$ cat config.mk
export PLATFORM = sky130hd
export DESIGN_NAME = memx_exec
export DESIGN_NICKNAME = d
export VERILOG_FILES = /design/src/rtl/memx_pkg.sv /design/src/rtl/memx_flags.sv /design/src/rtl/memx_seq.sv /design/src/rtl/memx_strobes.sv /design/src/rtl/memx_exec.sv
export SDC_FILE = /design/constraint.sdc
export NUM_CORES = 1
export LEC_CHECK = 0
export ABC_AREA = 1
export CAP_MARGIN = 0
export CORE_MARGIN = 5
export CORE_UTILIZATION = 30
export DETAILED_ROUTE_END_ITERATION = 8
export PLACE_DENSITY = 0.75
export SYNTH_ARGS = -nofsm -noshare
export SYNTH_HDL_FRONTEND = slang
export SYNTH_HIERARCHICAL = 1
export SYNTH_SLANG_ARGS = --single-unit
export TNS_END_PERCENT = 10
$ cat constraint.sdc
create_clock -name clk -period 5.4 [get_ports clk]
set_clock_uncertainty 0.15 [all_clocks]
set_input_delay 0.54 -clock clk [delete_from_list [all_inputs] [get_ports clk]]
set_output_delay 0.54 -clock clk [all_outputs]
set_load 0.01 [all_outputs]
$ cat src/rtl/memx_pkg.sv
package memx_pkg;

    typedef enum logic [2:0] {
        MX_IDLE   = 3'd0,
        MX_AND_T5 = 3'd1,
        MX_ADD_T5 = 3'd2,
        MX_LDA_T5 = 3'd3,
        MX_BSA_T5 = 3'd4,
        MX_ISZ_T5 = 3'd5,
        MX_ISZ_T6 = 3'd6
    } mx_state_e;

    typedef enum logic [1:0] {
        ALU_DR  = 2'b00,
        ALU_AND = 2'b01,
        ALU_ADD = 2'b10
    } alu_sel_e;

    localparam int OP_AND = 0;
    localparam int OP_ADD = 1;
    localparam int OP_LDA = 2;
    localparam int OP_STA = 3;
    localparam int OP_BUN = 4;
    localparam int OP_BSA = 5;
    localparam int OP_ISZ = 6;
    localparam int OP_N   = 7;

endpackage

$ cat src/rtl/memx_flags.sv
module memx_flags #(
    parameter int DATA_W = 16
) (
    input  logic [DATA_W-1:0] ac,
    input  logic [DATA_W-1:0] dr,
    output logic              carry,
    output logic              dr_zero
);
    logic [DATA_W:0] cy;

    assign cy[0] = 1'b0;

    // Ripple carry only: the sum itself is formed in the AC logic outside.
    for (genvar i = 0; i < DATA_W; i++) begin : g_cy
        assign cy[i+1] = (ac[i] & dr[i]) | (cy[i] & (ac[i] ^ dr[i]));
    end

    assign carry   = cy[DATA_W];
    assign dr_zero = ~|dr;
endmodule

$ cat src/rtl/memx_seq.sv
module memx_seq
    import memx_pkg::*;
(
    input  logic            clk,
    input  logic            rst_n,
    input  logic [OP_N-1:0] op_sel,
    input  logic            t0,
    input  logic            t4,
    input  logic            t5,
    input  logic            t6,
    output mx_state_e       state
);
    mx_state_e nxt;

    always_ff @(posedge clk or negedge rst_n) begin
        if (!rst_n) state <= MX_IDLE;
        else        state <= nxt;
    end

    always_comb begin
        nxt = state;
        unique case (state)
            MX_IDLE: begin
                if (t4) begin
                    if      (op_sel[OP_AND]) nxt = MX_AND_T5;
                    else if (op_sel[OP_ADD]) nxt = MX_ADD_T5;
                    else if (op_sel[OP_LDA]) nxt = MX_LDA_T5;
                    else if (op_sel[OP_BSA]) nxt = MX_BSA_T5;
                    else if (op_sel[OP_ISZ]) nxt = MX_ISZ_T5;
                end
            end
            MX_AND_T5, MX_ADD_T5, MX_LDA_T5, MX_BSA_T5: begin
                if (t0)      nxt = MX_IDLE;
                else if (t5) nxt = MX_IDLE;
            end
            MX_ISZ_T5: begin
                if (t0)      nxt = MX_IDLE;
                else if (t5) nxt = MX_ISZ_T6;
            end
            MX_ISZ_T6: begin
                if (t0 || t6) nxt = MX_IDLE;
            end
            default: nxt = MX_IDLE;
        endcase
    end

    AST_OP_ONEHOT: assert property (@(posedge clk) disable iff (!rst_n)
        $onehot0(op_sel));
    AST_T0_ABANDON: assert property (@(posedge clk) disable iff (!rst_n)
        t0 |=> state == MX_IDLE);
    AST_ISZ_THIRD_STEP: assert property (@(posedge clk) disable iff (!rst_n)
        (state == MX_ISZ_T5 && t5 && !t0) |=> state == MX_ISZ_T6);
    AST_NOOP_STAYS_IDLE: assert property (@(posedge clk) disable iff (!rst_n)
        (state == MX_IDLE && t4 && op_sel == '0) |=> state == MX_IDLE);
endmodule

$ cat src/rtl/memx_strobes.sv
module memx_strobes
    import memx_pkg::*;
#(
    parameter int DATA_W = 16,
    parameter int ADDR_W = 12
) (
    input  logic              clk,
    input  logic              rst_n,
    input  mx_state_e         state,
    input  logic [OP_N-1:0]   op_sel,
    input  logic              t4,
    input  logic              t5,
    input  logic              t6,
    input  logic [DATA_W-1:0] ac,
    input  logic [DATA_W-1:0] dr,
    input  logic [ADDR_W-1:0] pc,
    input  logic              carry,
    input  logic              dr_zero,
    output logic              mem_we,
    output logic [DATA_W-1:0] mem_wdata,
    output logic              dr_ld,
    output logic              dr_inc,
    output logic              ac_ld,
    output alu_sel_e          ac_op,
    output logic              e_ld,
    output logic              e_din,
    output logic              pc_ld,
    output logic              pc_inc,
    output logic              ar_inc,
    output logic              sc_clr
);
    localparam int PAD_W = DATA_W - ADDR_W;

    logic [DATA_W-1:0] ret_word;
    assign ret_word = {{PAD_W{1'b0}}, pc};

    always_comb begin
        mem_we    = 1'b0;
        mem_wdata = '0;
        dr_ld     = 1'b0;
        dr_inc    = 1'b0;
        ac_ld     = 1'b0;
        ac_op     = ALU_DR;
        e_ld      = 1'b0;
        e_din     = 1'b0;
        pc_ld     = 1'b0;
        pc_inc    = 1'b0;
        ar_inc    = 1'b0;
        sc_clr    = 1'b0;
        unique case (state)
            MX_IDLE: begin
                if (t4) begin
                    if (op_sel[OP_AND] || op_sel[OP_ADD] || op_sel[OP_LDA] || op_sel[OP_ISZ])
                        dr_ld = 1'b1;
                    if (op_sel[OP_STA]) begin
                        mem_we    = 1'b1;
                        mem_wdata = ac;
                        sc_clr    = 1'b1;
                    end
                    if (op_sel[OP_BUN]) begin
                        pc_ld  = 1'b1;
                        sc_clr = 1'b1;
                    end
                    if (op_sel[OP_BSA]) begin
                        mem_we    = 1'b1;
                        mem_wdata = ret_word;
                        ar_inc    = 1'b1;
                    end
                end
            end
            MX_AND_T5: if (t5) begin
                ac_ld  = 1'b1;
                ac_op  = ALU_AND;
                sc_clr = 1'b1;
            end
            MX_ADD_T5: if (t5) begin
                ac_ld  = 1'b1;
                ac_op  = ALU_ADD;
                e_ld   = 1'b1;
                e_din  = carry;
                sc_clr = 1'b1;
            end
            MX_LDA_T5: if (t5) begin
                ac_ld  = 1'b1;
                ac_op  = ALU_DR;
                sc_clr = 1'b1;
            end
            MX_BSA_T5: if (t5) begin
                pc_ld  = 1'b1;
                sc_clr = 1'b1;
            end
            MX_ISZ_T5: if (t5) dr_inc = 1'b1;
            MX_ISZ_T6: if (t6) begin
                mem_we    = 1'b1;
                mem_wdata = dr;
                pc_inc    = dr_zero;
                sc_clr    = 1'b1;
            end
            default: ;
        endcase
    end

    AST_PC_EXCLUSIVE: assert property (@(posedge clk) disable iff (!rst_n)
        !(pc_ld && pc_inc));
    AST_AC_ENDS_STEP: assert property (@(posedge clk) disable iff (!rst_n)
        ac_ld |-> (sc_clr && t5));
    AST_RET_UPPER_ZERO: assert property (@(posedge clk) disable iff (!rst_n)
        (mem_we && ar_inc) |-> mem_wdata[DATA_W-1:ADDR_W] == '0);
    AST_NO_RW_CLASH: assert property (@(posedge clk) disable iff (!rst_n)
        !(mem_we && dr_ld));
    AST_E_ONLY_ON_ADD: assert property (@(posedge clk) disable iff (!rst_n)
        e_ld |-> (ac_ld && ac_op == ALU_ADD));
endmodule

$ cat src/rtl/memx_exec.sv
module memx_exec
    import memx_pkg::*;
#(
    parameter int DATA_W = 16,
    parameter int ADDR_W = 12
) (
    input  logic              clk,
    input  logic              rst_n,
    input  logic [6:0]        op_sel,
    input  logic              t0,
    input  logic              t4,
    input  logic              t5,
    input  logic              t6,
    input  logic [DATA_W-1:0] ac,
    input  logic [DATA_W-1:0] dr,
    input  logic [ADDR_W-1:0] pc,
    input  logic [ADDR_W-1:0] ar,
    output logic              mem_we,
    output logic [DATA_W-1:0] mem_wdata,
    output logic              dr_ld,
    output logic              dr_inc,
    output logic              ac_ld,
    output logic [1:0]        ac_op,
    output logic              e_ld,
    output logic              e_din,
    output logic              pc_ld,
    output logic              pc_inc,
    output logic [ADDR_W-1:0] pc_din,
    output logic              ar_inc,
    output logic              sc_clr
);
    mx_state_e state;
    alu_sel_e  alu_sel;
    logic      carry;
    logic      dr_zero;

    memx_flags #(.DATA_W(DATA_W)) u_flags (
        .ac      (ac),
        .dr      (dr),
        .carry   (carry),
        .dr_zero (dr_zero)
    );

    memx_seq u_seq (
        .clk    (clk),
        .rst_n  (rst_n),
        .op_sel (op_sel),
        .t0     (t0),
        .t4     (t4),
        .t5     (t5),
        .t6     (t6),
        .state  (state)
    );

    memx_strobes #(.DATA_W(DATA_W), .ADDR_W(ADDR_W)) u_strobes (
        .clk       (clk),
        .rst_n     (rst_n),
        .state     (state),
        .op_sel    (op_sel),
        .t4        (t4),
        .t5        (t5),
        .t6        (t6),
        .ac        (ac),
        .dr        (dr),
        .pc        (pc),
        .carry     (carry),
        .dr_zero   (dr_zero),
        .mem_we    (mem_we),
        .mem_wdata (mem_wdata),
        .dr_ld     (dr_ld),
        .dr_inc    (dr_inc),
        .ac_ld     (ac_ld),
        .ac_op     (alu_sel),
        .e_ld      (e_ld),
        .e_din     (e_din),
        .pc_ld     (pc_ld),
        .pc_inc    (pc_inc),
        .ar_inc    (ar_inc),
        .sc_clr    (sc_clr)
    );

    assign ac_op  = alu_sel;
    assign pc_din = ar;
endmodule

## Word-level counts from Yosys, hierarchy flattened

Index checks and enable logic that the tools add are counted.
Widths: inputs -> output; s select.

- Multipliers: 0
- Div/mod/pow operators: 0
- Equal/unequal tests: 11
- Bitwise logic cells: 61
- Shift operators: 0
- Multiplexer cells: 45
- Order comparisons: 0
- $add $sub $neg: 0
- Reductions and logical operators: 10

Operator list:

| operator | number |
|---|---|
| $mux 16 | 4 |
| $mux 3 | 11 |
| $pmux 16 s2 | 1 |
| $and 1x1->1 | 31 |
| $mux 1 | 23 |
| $reduce_or 16->1 | 1 |
| $or 1x1->1 | 15 |
| $xor 1x1->1 | 15 |
| $pmux 3 s4 | 1 |
| $eq 3x3->1 const B | 3 |
| $eq 3x2->1 const B | 2 |
| $ne 6x6->1 const B | 1 |
| $reduce_and 5->1 | 1 |
| $logic_or 1x1->1 | 4 |
| $pmux 1 s2 | 2 |
| $pmux 2 s2 | 1 |
| $reduce_or 4->1 | 1 |
| $eq 3x1->1 const B | 1 |
| $logic_not 3->1 | 1 |
| $ne 3x1->1 const B | 1 |
| $ne 3x3->1 const B | 1 |
| $pmux 1 s3 | 1 |
| $reduce_or 3->1 | 1 |
| $mux 2 | 1 |
| other kinds (3) | 3 |

- Bits of input ports: 69
- Memory bits (writable): 0
- Output and inout bits: 40
- Flip-flop bits (word level): 3
- Latch bits: 0
- Memories kept: 0
- Memory bits (read-only): 0

## Longest topological paths before layout

- Depth after elaboration: 33
- Gate-level depth with buffers: 32
- Gate-level depth less buffers: 32

## By module

The synthesis kept the hierarchy.

By module, submodules not included:

| module | area an instance (um^2) | seq. area each (um^2) | instances | cells an instance |
|---|---|---|---|---|
| memx_strobes | 644.4 | 0.0 | 1 | 134 |
| memx_flags | 394.1 | 0.0 | 1 | 67 |
| memx_seq | 235.2 | 75.1 | 1 | 38 |
| memx_exec | 90.1 | 0.0 | 1 | 12 |

## Worst setup path after synthesis

No wires, ideal clock.

- Path type: input-to-output
- Start point: input ac[1]
- End point: output e_din
- Stages: 32
- Required time: 4,710 ps
- Slack: 2,323 ps
- Arrival: 2,387 ps
- Path buffers: 0
- Cell sequence: ha_1 nand3_1 nand2_1 nand2_1 nand2_1 nand2_1 nand2_1 nand2_1 nand2_1 nand2_1 nand2_1 nand2_1 nand2_1 nand2_1 nand2_1 nand2_1 nand2_1 nand2_1 nand2_1 nand2_1 nand2_1 nand2_1 nand2_1 nand2_1 nand2_1 nand2_1 nand2_1 nand2_1 nand2_1 nand2_1 nand2_1 nor3b_1

- Longest elaborated chain between the ends: 33
- Elaborated cells between the ends (all ways): 34
- Classes of those cells: mux: 2; bitwise: 32

Ends and longest elaborated chain:

| what | RTL line | text |
|---|---|---|
| start: declaration | memx_exec.sv:14 | `input logic [DATA_W-1:0] ac,` |
| $xor 1x1->1 | memx_flags.sv:15 | `assign cy[i+1] = (ac[i] & dr[i]) \| (cy[i] & (ac[i] ^ dr[i]));` |
| $and 1x1->1 | memx_flags.sv:15 |  |
| $or 1x1->1 * | memx_flags.sv:15 |  |
| $and 1x1->1 * | memx_flags.sv:15 |  |
| $or 1x1->1 * | memx_flags.sv:15 |  |
| $and 1x1->1 * | memx_flags.sv:15 |  |
| $or 1x1->1 * | memx_flags.sv:15 |  |
| $and 1x1->1 * | memx_flags.sv:15 |  |
| [18 not listed] | -- |  |
| $or 1x1->1 * | memx_flags.sv:15 |  |
| $and 1x1->1 * | memx_flags.sv:15 |  |
| $or 1x1->1 * | memx_flags.sv:15 |  |
| $and 1x1->1 * | memx_flags.sv:15 |  |
| $or 1x1->1 * | memx_flags.sv:15 |  |
| named net carry | memx_exec.sv:34 | `logic carry;` |
| $mux 1 * | memx_strobes.sv:76 | `MX_ADD_T5: if (t5) begin` |
| $mux 1 * | memx_strobes.sv:50 | `unique case (state)` |
| end: declaration | memx_exec.sv:25 | `output logic e_din,` |

Mark *: on every way through the listed nets, which the timed path passes. The rest lies on a longest branch.

## Worst setup path in the final report

- Start point: input dr[1]
- End point: output e_din

- Longest elaborated chain between the ends: 33
- Elaborated cells between the ends (all ways): 34
- Classes of those cells: mux: 2; bitwise: 32

Ends and longest elaborated chain:

| what | RTL line | text |
|---|---|---|
| start: declaration | memx_exec.sv:15 | `input logic [DATA_W-1:0] dr,` |
| $xor 1x1->1 | memx_flags.sv:15 |  |
| $and 1x1->1 | memx_flags.sv:15 |  |
| $or 1x1->1 * | memx_flags.sv:15 |  |
| $and 1x1->1 * | memx_flags.sv:15 |  |
| $or 1x1->1 * | memx_flags.sv:15 |  |
| $and 1x1->1 * | memx_flags.sv:15 |  |
| $or 1x1->1 * | memx_flags.sv:15 |  |
| $and 1x1->1 * | memx_flags.sv:15 |  |
| [18 not listed] | -- |  |
| $or 1x1->1 * | memx_flags.sv:15 |  |
| $and 1x1->1 * | memx_flags.sv:15 |  |
| $or 1x1->1 * | memx_flags.sv:15 |  |
| $and 1x1->1 * | memx_flags.sv:15 |  |
| $or 1x1->1 * | memx_flags.sv:15 |  |
| named net carry | memx_exec.sv:34 |  |
| $mux 1 * | memx_strobes.sv:76 |  |
| $mux 1 * | memx_strobes.sv:50 |  |

Marked as above.

==> out/metrics.cfg <==
[floorplanning]
die_height_um = 77.4
die-width_um = 77.4
dieArea_um2 = 5990
standard_cell_rows = 24
io_pins = 109
start_util_pct = 31.1
floorplan.core_area_um2 = 4380

[clock_tree]
clock_sinks = 3
cts_post_setup_buffers_inserted = 0
cts_tree = yes
cts_buffer_depth = 2
cts_resized = 0
cts-buffers-inserted = 3
root_buffer = clkbuf_8
cts.hold.buffers_added = 0
cts-htree-levels = 1
worst_setup_hold_path_clk_slew_ps = 40
clk-insertion-delay-late_ps = 230

[cells_and_area]
insertedDiodeCount = 0
layout-area-overhead-vs-synth_pct = 58.4
post-route-cell-area_um2 = 2160
filler_cell_count = 453
register_ranked_first_by_flip_flop_count = u_seq/state
layout.core_utilization_pct = 49.3
biggestRegsByFlops = u_seq/state (3)
final_nets = 405
largest_register_ffs = 3
post_route_cells_drive_above_1_share_pct = 5.94

[yosys]
synth_edf_count = 0
synth_top_area_share_pct = 30.3
ys.flop_type = dfrtp_1
synthArstFlopShare_pct = 100
post_synth_num_cell_types = 24
netlist_top_cells_count = nand2_1, inv_1, nand3_1, nor2_1, ha_1
yosys_warnings = 6
synthesis.instances = 251
synth.area.top_cells = nand2_1, ha_1, nand3_1, buf_4, inv_1
synth-seq-cells = 3
post_synth.cell_area_avg_um2 = 5.43
syn-num-nets = 335
seq_area_frac_synth_pct = 5.50
post_synthesis_cell_area_um2 = 1360
area_leader_netlist = nand2_1
yosys.cell_count.top_type = nand2_1

[power_and_ir_drop]
power.static_leakage_nw = 1.05
cellPowerDensity_nw_per_um2 = 229
irDropWorstVdd_uv = 127
power_switching_mw = 0.241
seq_power_share_pct = 11.5
comb_power_share_pct = 74.2
sw_frac_of_total_pct = 48.8
clock_power_share_pct = 14.3
internal_power_mw = 0.253

[setup_path]
worstSetupStartpoint = dr[1]
critical_path_required_ps = 4710
cpMaxStageDelayCell = clkdlybuf4s50_1
critical_path.most_common_cell = nand2_1
worst-endpoint-arrival_ps = 3480
cp_max_fo = 3
reg2reg_start = u_seq/state[2]$_DFFE_PN0P_
reg2reg_slack_ps = 3890
worstSetupPathType = primary input to primary output
crit_path_end_kind = primary output
worst-r2r-cell-count = 8
critical_path.max_stage_delay_ps = 580
critPathLaunchType = primary input
worstReg2RegEnd = u_seq/state[2]$_DFFE_PN0P_

[detailed_routing]
post_drt_wl_per_cell_um = 12.4
vias_per_instance = 4.68
ant_nets = 0
detail_route.wirelength.met1_um = 1990
route.final.wire_length_um = 4600
wl_met2_um = 2180
met3_length_um = 375
drtIter0Drc = 47
num_vias = 1740
drt_pre_antenna_iters = 4
dr.max_layer_used = met4
drc_errors = 0

[timing]
hold_viol_final = 0
transition_time_of_the_tightest_slew_check_pin_ps = 675
timing.fmax_ghz = 0.240
max_slew_margin_pct = 54.9
rsz0062_at_grt = false
finalSetupTns_ps = 0
timing_max_transition_violations_final = 0
final_period_minus_worst_setup_slack_ps = 4170
min_period_over_period_pct = 77.2
timing.hold.ws_ps = 352
setup_viol = 0

[job]
cap_viol_max_count = 0

[placement]
hpwl_um = 3690
io_buffer_count = 84
place_area_um2 = 2120
gp_routability_congestion = 0.778

[global_routing]
grt_first_pass_wirelength_um = 7450
grt.total_usage_pct = 14.6
first_global_vias = 1624
overflow = 0
grt_start_max_net_pins = 19
antenna_found_initial = 0

[status]
status = finished clean

[worst_hold_path]
holdCritPathClass = primary input to async pin

-- power by group through the flow --
stage,Clock [mW],Combinational [mW],Sequential [mW]
after CTS,0.0726,0.369,0.0569
final,0.0707,0.367,0.0571
after global placement,0,0.363,0.0573
after global routing,0.0752,0.402,0.0594
after detailed placement,0,0.367,0.0572
after floorplan,0,0.226,0.0483
-- cell type report --
cell class                      count  area [µm²]  area share [%]
Clock buffer                        4        45.0            2.08
Timing Repair Buffer               84         841            38.9
Sequential cell                     3        75.1            3.47
Multi-Input combinational cell    201        1030            47.5
Tap cell                           52        65.1            3.01
Inverter                           28         108            4.98
-- layer usage --
layer / global-route usage (%) / vias to the layer above
met5: 0 / -
li1: - / 926
met1: 17.6 / 724
met2: 25.8 / 81
met3: 3.59 / 9
met4: 3.61 / 0
-- worst max path at each step --
| stage | to | depth (start not counted) |
|---|---|---|
| floorplan | e_din | 32 |
| global placement | e_din | 34 |
| detailed placement | e_din | 34 |
| CTS | e_din | 34 |
| global route | e_din | 34 |
| finish | e_din | 34 |
-- critical path: cells and delay by family --
| kind | cells | cell delay, ps |
|---|---|---|
| buffers and inverters | 2 | 1030 |
| adders and majority gates | 1 | 300 |
| and+or+nand+nor | 31 | 1600 |
-- cell usage in the layout (no fill, tap or decap), types with 4 or more instances in the layout --
cell type and count:
nand2_2 7, clkdlybuf4s50_1 84, o21ai_0 7, nor4_1 4
nand2_1 110, inv_1 24, nand4_1 9, ha_1 15
nor2_1 18, nand3_1 20
-- cell families (layout without fill, tap and decap cells) --
kind of cell | Yosys count | after routing | synth area share, %
flip-flops | 3 | 3 | 5.50
AO/OA/AOI/OAI | 11 | 11 | 4.31
adder cells (fa/ha/maj) | 15 | 15 | 13.8
AND/OR/NAND/NOR | 175 | 175 | 57.2
buffers and inverters | 47 | 116 | 19.2
-- stage by stage --
step	instances	total power [mW]	setup WS [ps]
5_1_grt	372	0.537	852
6_report	372	0.495	1230
3_5_place_dp	368	0.424	1240
3_3_place_gp	368	0.421	1300
4_1_cts	372	0.498	1230
2_1_floorplan	251	0.274	2320
(Power assumes the default switching activity.)
